<file path="src/rtl/daf_pkg.sv">
package daf_pkg;
    localparam int WORD_W      = 16;
    localparam int BYTE_W      = 8;
    localparam int ADDR_BYTES  = 6;
    localparam int STA_WORDS   = ADDR_BYTES / 2;
    localparam int HASH_WORDS  = 4;
    localparam int HASH_IDX_W  = $clog2(HASH_WORDS * WORD_W);
    localparam int HSEL_W      = $clog2(HASH_WORDS);
    localparam int HBIT_W      = $clog2(WORD_W);
    localparam int CRC_W       = 32;
    localparam logic [CRC_W-1:0] CRC_POLY = 32'hEDB8_8320;
    localparam int CFG_ADDR_W  = 3;
    localparam int CNT_W       = $clog2(ADDR_BYTES + 1);

    localparam int CTL_EN_BIT   = 0;
    localparam int CTL_PROM_BIT = 6;
    localparam int CTL_HASH_BIT = 11;

    localparam int CFG_CTRL_ADR = 0;
    localparam int CFG_STA_ADR  = 1;
    localparam int CFG_HASH_TOP = 7;

    typedef struct packed {
        logic en;
        logic prom;
        logic hen;
    } ctl_t;

    typedef struct packed {
        ctl_t                               ctl;
        logic [STA_WORDS-1:0][WORD_W-1:0]   sta;
        logic [HASH_WORDS-1:0][WORD_W-1:0]  hash;
    } cfg_t;
endpackage

</file>
<file path="src/rtl/daf_crc_step.sv">
module daf_crc_step #(
    parameter int               W    = 32,
    parameter int               BW   = 8,
    parameter logic [W-1:0]     POLY = 32'hEDB8_8320
) (
    input  logic [W-1:0]  crc_i,
    input  logic [BW-1:0] byte_i,
    output logic [W-1:0]  crc_o
);
    logic [BW:0][W-1:0] chain;

    assign chain[0] = crc_i;

    // one reflected shift per data bit, LSB of the byte first
    for (genvar i = 0; i < BW; i++) begin : g_bit
        assign chain[i+1] = (chain[i] >> 1) ^
                            (((chain[i][0] ^ byte_i[i]) != 1'b0) ? POLY : '0);
    end

    assign crc_o = chain[BW];
endmodule

</file>
<file path="src/rtl/daf_cfg_regs.sv">
module daf_cfg_regs
    import daf_pkg::*;
(
    input  logic                  clk,
    input  logic                  rst_n,
    input  logic                  we_i,
    input  logic [CFG_ADDR_W-1:0] addr_i,
    input  logic [WORD_W-1:0]     wdata_i,
    output cfg_t                  cfg_o
);
    cfg_t cfg_d, cfg_q;

    always_comb begin
        cfg_d = cfg_q;
        if (we_i) begin
            if (int'(addr_i) == CFG_CTRL_ADR) begin
                cfg_d.ctl.en   = wdata_i[CTL_EN_BIT];
                cfg_d.ctl.prom = wdata_i[CTL_PROM_BIT];
                cfg_d.ctl.hen  = wdata_i[CTL_HASH_BIT];
            end
            for (int j = 0; j < STA_WORDS; j++) begin
                if (int'(addr_i) == CFG_STA_ADR + j) cfg_d.sta[j] = wdata_i;
            end
            // hash words sit in descending address order
            for (int k = 0; k < HASH_WORDS; k++) begin
                if (int'(addr_i) == CFG_HASH_TOP - k) cfg_d.hash[k] = wdata_i;
            end
        end
    end

    always_ff @(posedge clk or negedge rst_n) begin
        if (!rst_n) cfg_q <= '0;
        else        cfg_q <= cfg_d;
    end

    assign cfg_o = cfg_q;

    AST_CFG_HOLD: assert property (@(posedge clk) disable iff (!rst_n)
        !we_i |=> $stable(cfg_q)) else $error("cfg changed without write");
endmodule

</file>
<file path="src/rtl/daf_addr_track.sv">
module daf_addr_track
    import daf_pkg::*;
(
    input  logic                             clk,
    input  logic                             rst_n,
    input  logic                             in_valid,
    input  logic                             in_sof,
    input  logic [BYTE_W-1:0]                in_byte,
    input  logic [STA_WORDS-1:0][WORD_W-1:0] sta_i,
    output logic                             last_o,
    output logic [HASH_IDX_W-1:0]            hidx_o,
    output logic                             sta_hit_o,
    output logic                             bcast_o
);
    typedef struct packed {
        logic [CNT_W-1:0] cnt;
        logic [CRC_W-1:0] crc;
        logic             hit;
        logic             ones;
    } trk_t;

    trk_t trk_d, trk_q;

    logic              take;
    logic [CNT_W-1:0]  pos;
    logic [CRC_W-1:0]  crc_base, crc_nx;
    logic [1:0]        widx;
    logic [BYTE_W-1:0] want;
    logic              hit_nx, ones_nx;

    daf_crc_step #(.W(CRC_W), .BW(BYTE_W), .POLY(CRC_POLY)) u_crc (
        .crc_i  (crc_base),
        .byte_i (in_byte),
        .crc_o  (crc_nx)
    );

    always_comb begin
        take     = in_valid && (in_sof ||
                   (trk_q.cnt != '0 && int'(trk_q.cnt) < ADDR_BYTES));
        pos      = in_sof ? '0 : trk_q.cnt;
        crc_base = in_sof ? '1 : trk_q.crc;
        widx     = (int'(pos) < ADDR_BYTES) ? pos[2:1] : 2'd0;
        want     = pos[0] ? sta_i[widx][BYTE_W-1:0]
                          : sta_i[widx][WORD_W-1:BYTE_W];
        hit_nx   = (in_sof || trk_q.hit)  && (in_byte == want);
        ones_nx  = (in_sof || trk_q.ones) && (in_byte == '1);

        trk_d = trk_q;
        if (take) begin
            trk_d.cnt  = pos + 1'b1;
            trk_d.crc  = crc_nx;
            trk_d.hit  = hit_nx;
            trk_d.ones = ones_nx;
        end
    end

    always_ff @(posedge clk or negedge rst_n) begin
        if (!rst_n) trk_q <= '0;
        else        trk_q <= trk_d;
    end

    assign last_o    = take && (int'(pos) == ADDR_BYTES - 1);
    assign hidx_o    = crc_nx[CRC_W-1 -: HASH_IDX_W];
    assign sta_hit_o = hit_nx;
    assign bcast_o   = ones_nx;

    AST_CNT_RANGE: assert property (@(posedge clk) disable iff (!rst_n)
        int'(trk_q.cnt) <= ADDR_BYTES) else $error("byte count overran");
    AST_SOF_RESTART: assert property (@(posedge clk) disable iff (!rst_n)
        (in_valid && in_sof) |=> (trk_q.cnt == CNT_W'(1))) else $error("start did not restart");
endmodule

</file>
<file path="src/rtl/daf_decide.sv">
module daf_decide
    import daf_pkg::*;
(
    input  logic                              clk,
    input  logic                              rst_n,
    input  logic                              last_i,
    input  logic [HASH_IDX_W-1:0]             hidx_i,
    input  logic                              sta_hit_i,
    input  logic                              bcast_i,
    input  ctl_t                              ctl_i,
    input  logic [HASH_WORDS-1:0][WORD_W-1:0] hash_i,
    output logic                              done_o,
    output logic                              accept_o
);
    typedef struct packed {
        logic done;
        logic accept;
    } dec_t;

    dec_t dec_d, dec_q;

    logic [HSEL_W-1:0] hsel;
    logic [HBIT_W-1:0] hbit;
    logic              tbl_bit;
    logic              verdict;

    always_comb begin
        hsel    = hidx_i[HASH_IDX_W-1 -: HSEL_W];
        hbit    = hidx_i[HBIT_W-1:0];
        tbl_bit = hash_i[hsel][hbit];

        // fixed priority: enable, promiscuous, station, broadcast, hash
        if (!ctl_i.en)       verdict = 1'b0;
        else if (ctl_i.prom) verdict = 1'b1;
        else if (sta_hit_i)  verdict = 1'b1;
        else if (bcast_i)    verdict = 1'b1;
        else if (ctl_i.hen)  verdict = tbl_bit;
        else                 verdict = 1'b0;

        dec_d.done   = last_i;
        dec_d.accept = last_i && verdict;
    end

    always_ff @(posedge clk or negedge rst_n) begin
        if (!rst_n) dec_q <= '0;
        else        dec_q <= dec_d;
    end

    assign done_o   = dec_q.done;
    assign accept_o = dec_q.accept;

    AST_ACCEPT_NEEDS_DONE: assert property (@(posedge clk) disable iff (!rst_n)
        dec_q.accept |-> dec_q.done) else $error("accept without done");
    AST_DONE_SINGLE: assert property (@(posedge clk) disable iff (!rst_n)
        dec_q.done |=> !dec_q.done) else $error("done longer than a cycle");
    AST_DISABLED_REJECT: assert property (@(posedge clk) disable iff (!rst_n)
        (last_i && !ctl_i.en) |=> (dec_q.done && !dec_q.accept)) else $error("accept while disabled");
    AST_PROMISC_ACCEPT: assert property (@(posedge clk) disable iff (!rst_n)
        (last_i && ctl_i.en && ctl_i.prom) |=> dec_q.accept) else $error("promiscuous reject");
    AST_NO_HASH_REJECT: assert property (@(posedge clk) disable iff (!rst_n)
        (last_i && !ctl_i.prom && !sta_hit_i && !bcast_i && !ctl_i.hen) |=> !dec_q.accept) else $error("accept with no match");
endmodule

</file>
<file path="src/rtl/rx_dst_filter.sv">
module rx_dst_filter
    import daf_pkg::*;
(
    input  logic                  clk,
    input  logic                  rst_n,
    input  logic                  cfg_we,
    input  logic [CFG_ADDR_W-1:0] cfg_addr,
    input  logic [WORD_W-1:0]     cfg_wdata,
    input  logic                  rx_valid,
    input  logic                  rx_sof,
    input  logic [BYTE_W-1:0]     rx_byte,
    output logic                  filt_done,
    output logic                  filt_accept
);
    cfg_t                  cfg;
    logic                  last;
    logic [HASH_IDX_W-1:0] hidx;
    logic                  sta_hit;
    logic                  bcast;

    daf_cfg_regs u_cfg (
        .clk     (clk),
        .rst_n   (rst_n),
        .we_i    (cfg_we),
        .addr_i  (cfg_addr),
        .wdata_i (cfg_wdata),
        .cfg_o   (cfg)
    );

    daf_addr_track u_trk (
        .clk       (clk),
        .rst_n     (rst_n),
        .in_valid  (rx_valid),
        .in_sof    (rx_sof),
        .in_byte   (rx_byte),
        .sta_i     (cfg.sta),
        .last_o    (last),
        .hidx_o    (hidx),
        .sta_hit_o (sta_hit),
        .bcast_o   (bcast)
    );

    daf_decide u_dec (
        .clk       (clk),
        .rst_n     (rst_n),
        .last_i    (last),
        .hidx_i    (hidx),
        .sta_hit_i (sta_hit),
        .bcast_i   (bcast),
        .ctl_i     (cfg.ctl),
        .hash_i    (cfg.hash),
        .done_o    (filt_done),
        .accept_o  (filt_accept)
    );
endmodule

</file>
<file path="config.mk">
export PLATFORM = sky130hd
export DESIGN_NAME = rx_dst_filter
export DESIGN_NICKNAME = d
export VERILOG_FILES = /design/src/rtl/daf_pkg.sv /design/src/rtl/daf_crc_step.sv /design/src/rtl/daf_cfg_regs.sv /design/src/rtl/daf_addr_track.sv /design/src/rtl/daf_decide.sv /design/src/rtl/rx_dst_filter.sv
export SDC_FILE = /design/constraint.sdc
export NUM_CORES = 1
export LEC_CHECK = 0
export BUFFER_PORTS_ARGS = -buffer_cell sky130_fd_sc_hd__buf_2
export CAP_MARGIN = 20
export CORE_ASPECT_RATIO = 1.5
export CORE_UTILIZATION = 50
export DETAILED_ROUTE_END_ITERATION = 16
export GPL_ROUTABILITY_DRIVEN = 0
export PLACE_DENSITY = 0.67
export SLEW_MARGIN = 20
export SYNTH_ARGS = -nofsm -noshare
export SYNTH_HDL_FRONTEND = slang
export SYNTH_SLANG_ARGS = --single-unit
export TNS_END_PERCENT = 5
</file>
<file path="constraint.sdc">
create_clock -name clk -period 6.37 [get_ports clk]
set_clock_uncertainty 0.05 [all_clocks]
set_input_delay 0.637 -clock clk [delete_from_list [all_inputs] [get_ports clk]]
set_output_delay 0.637 -clock clk [all_outputs]
set_load 0.1 [all_outputs]
</file>
==> flow_summary_export.csv <==
group,metric,value,unit
place,dpl.hpwl,13300,µm
floorplanning,rows,57,
sta,tightest_slew,1.04,ns
layout,design_area,9150,µm²
synth,synth_flop_cell,"dfrtp_1",
worst_setup_path,cp_max_fo,29,
cts,cts_setup_buffers,0,
layout,syn_to_final_growth,9.99,%
route,drc_errors,0,
route,post_drt_wl_per_cell,20.1,µm
sta,setup_slack,3.23,ns
sta,finalSetupViolCount,0,
synth,ys_types,64,
worst_setup_path,worstPathArrival,3.37,ns
sta,timing.hold.ws,0.212,ns
cts,cts.sinks,154,
synth,ys_seq_area_share,46.3,%
sta,fin_crit_sh,49.3,%
cts,cts-buffers-inserted,17,
cts,tritoncts,"done",
worst_setup_path,reg2reg_setup_slack,3.28,ns
worst_setup_path,crit-reg2reg-launch,"u_trk.trk_q[36]",
synth,avgSynthCellArea,11.8,µm²
cts,cts-root-buf,"clkbuf_16",
route,drt_iter0_markers,271,
route,ant_nets,0,
synth,synthCells,703,
sta,fmax,319,MHz
floorplanning,coreArea,16300,µm²
floorplanning,initial_core_util,51.2,%
floorplanning,die_x,107,µm
layout,regArea,3850,µm²
synth,async_reset_ff_share,100,%
cts,htreeDepth,4,
synth,syn_nets,737,
worst_setup_path,crit_path_end_kind,"register",
floorplanning,die_area,17200,µm²
synth,syn_area,8320,µm²
power_and_ir_drop,powerDensity,465,nW/µm²
sta,min_period,3.14,ns
worst_setup_path,critPathKind,"input port to register",
route,wirelength,18900,µm
synth,ys_warn_count,0,
sta,tns,0,ns
cts,postCtsHoldBufs,0,
sta,slew_headroom,30.3,%
layout,drive_gt1_share,30.7,%
sta,slew_viol_final,0,
cts,cts_resized,0,
global_routing,grt_pass1_wl,30600,µm
worst_setup_path,timing.rr.end,"u_dec.accept_o",
synth,ys_ff_latch,154,
floorplanning,pin_count,34,
job,drv_cap,0,
cts,clkSlewWorstSetupHoldPaths,0.06,ns
worst_setup_path,ff2ff_path_depth,8,
place,port_buffers,33,
place,pre_cts_ws,2.77,ns
route,firstDrtPassIters,5,
sta,hold_viol,0,
place,place_area,8600,µm²
layout,n_fill_cell,1379,
cts,clk_latency,0.44,ns
power_and_ir_drop,cellLeakagePower,3.92,nW
hold_path,min_path_type,"input port to asynchronous set/reset pin",
status,status,"completed",
global_routing,gr-total-overflow,0,
floorplanning,fp.dieH,160,µm
layout,multi_input_area,4210,µm²
power_and_ir_drop,power,0.00426,W
route,vias,5425,
power_and_ir_drop,peakVddDrop,0.000234,V
layout,nNetsFinal,756,
synth,synth-edff-count,0,
worst_setup_path,required,6.60,ns
global_routing,grt_max_degree,83,
global_routing,grt_usage,23.7,%
cts,cts_buffer_depth,2,
route,viasPerCell,5.77,
layout,diodes,0,
global_routing,grt_antenna_before_repair,0,
global_routing,grt_pass1_vias,5701,
sta,rsz0062_at_grt,"no",
worst_setup_path,start_kind,"input port",
[per-layer routing]
layer	global-route usage, %	vias to the layer above	wire, µm
met4	10.7	0	626
li1	-	2488	-
met2	40.8	124	9780
met5	0	-	0
met1	28.7	2773	7850
met3	4.37	40	668
[cells in the final DEF (no fill, tap or decap), types with 5 or more instances in the layout]
cell       count
buf_2         32
mux2_2       117
nand4_1        9
buf_4          9
mux2i_1       33
xnor2_2       14
xnor2_1       58
dfrtp_1      154
a21oi_1       10
xor2_1        27
nor2_1        41
mux4_2         6
o21ai_0       39
clkbuf_16     17
inv_1         12
nand2b_1       5
nand3_1        8
nand2_1       53
o21ai_1        7
[where the power goes]
part | leakage [nW] | total, W | switching [W] | internal [W]
Combinational | 1.79 | 0.00186 | 0.000974 | 0.000886
Sequential | 1.87 | 0.00144 | 0.000184 | 0.00125
Clock | 0.262 | 0.000958 | 0.000414 | 0.000544
[how the worst max path moves through the flow]
| stage | startpoint | endpoint | slack [ns] | cells after the start |
|---|---|---|---|---|
| after floorplan | rx_sof | u_dec.accept_o | 3.72 | 8 |
| after global placement | rx_sof | u_dec.accept_o | 2.83 | 9 |
| after detailed placement | rx_sof | u_dec.accept_o | 2.77 | 9 |
| after CTS | rx_sof | u_dec.accept_o | 3.22 | 9 |
| after global routing | rx_sof | u_dec.accept_o | 3.07 | 9 |
| final | rx_sof | u_dec.accept_o | 3.23 | 9 |
[registers in the layout, summed over array words and instances, names as in the netlist]
register	flops
u_cfg.cfg_o	115
u_dec.accept_o	1
u_dec.done_o	1
u_trk.trk_q	37
[metrics by stage]
step	utilization, %	instances
6_report	56.3	940
5_1_grt	56.3	940
4_1_cts	56.3	940
3_5_place_dp	52.9	909
3_3_place_gp	52.9	909
2_1_floorplan	-	703
[final cells by class]
cell class	count	share of cell area [%]
Tap cell	206	2.82
Sequential cell	154	42.1
Clock inverter	11	1.08
Clock buffer	20	4.88
Multi-Input combinational cell	495	46.0
Inverter	12	0.492
Timing Repair Buffer	42	2.61
[Yosys cell counts, types with 4 or more instances]
cell / number / area share [%]
xor2_1: 27 / 2.8
clkbuf_1: 18 / 0.81
mux2i_1: 33 / 4.0
nand3_1: 8 / 0.48
inv_1: 12 / 0.54
nor2_1: 41 / 1.9
xnor2_1: 58 / 6.1
nand2b_1: 5 / 0.38
nand2_1: 53 / 2.4
buf_6: 7 / 0.95
mux2_2: 117 / 16
nand4b_1: 4 / 0.42
buf_2: 12 / 0.72
dfrtp_1: 154 / 46
nand4_1: 9 / 0.68
a21oi_1: 10 / 0.60
nor2b_1: 4 / 0.30
nor3_1: 5 / 0.30
o21ai_0: 40 / 2.4
xnor2_2: 14 / 2.7
o21ai_1: 7 / 0.42
mux4_2: 6 / 1.6
[worst max-delay path: stages]
cell and delay, ns:
buf_2 0.46, nor2_2 0.11, xnor2_2 0.56, xor3_2 0.60, mux4_1 0.37, mux2i_1 0.22, mux2i_1 0.10, a32oi_1 0.17
nand3_1 0.10
[kinds of logic after synthesis]
family,share of synthesized area [%]
and+or+nand+nor,8.29
buffers and inverters,3.34
DFF,46.3
AOI/OAI and AO/OA,6.26
muxes,22.7
adders and majority gates,0.301
xor gates and xnor gates,12.8
No activity file was read; power rests on OpenSTA's default activity.
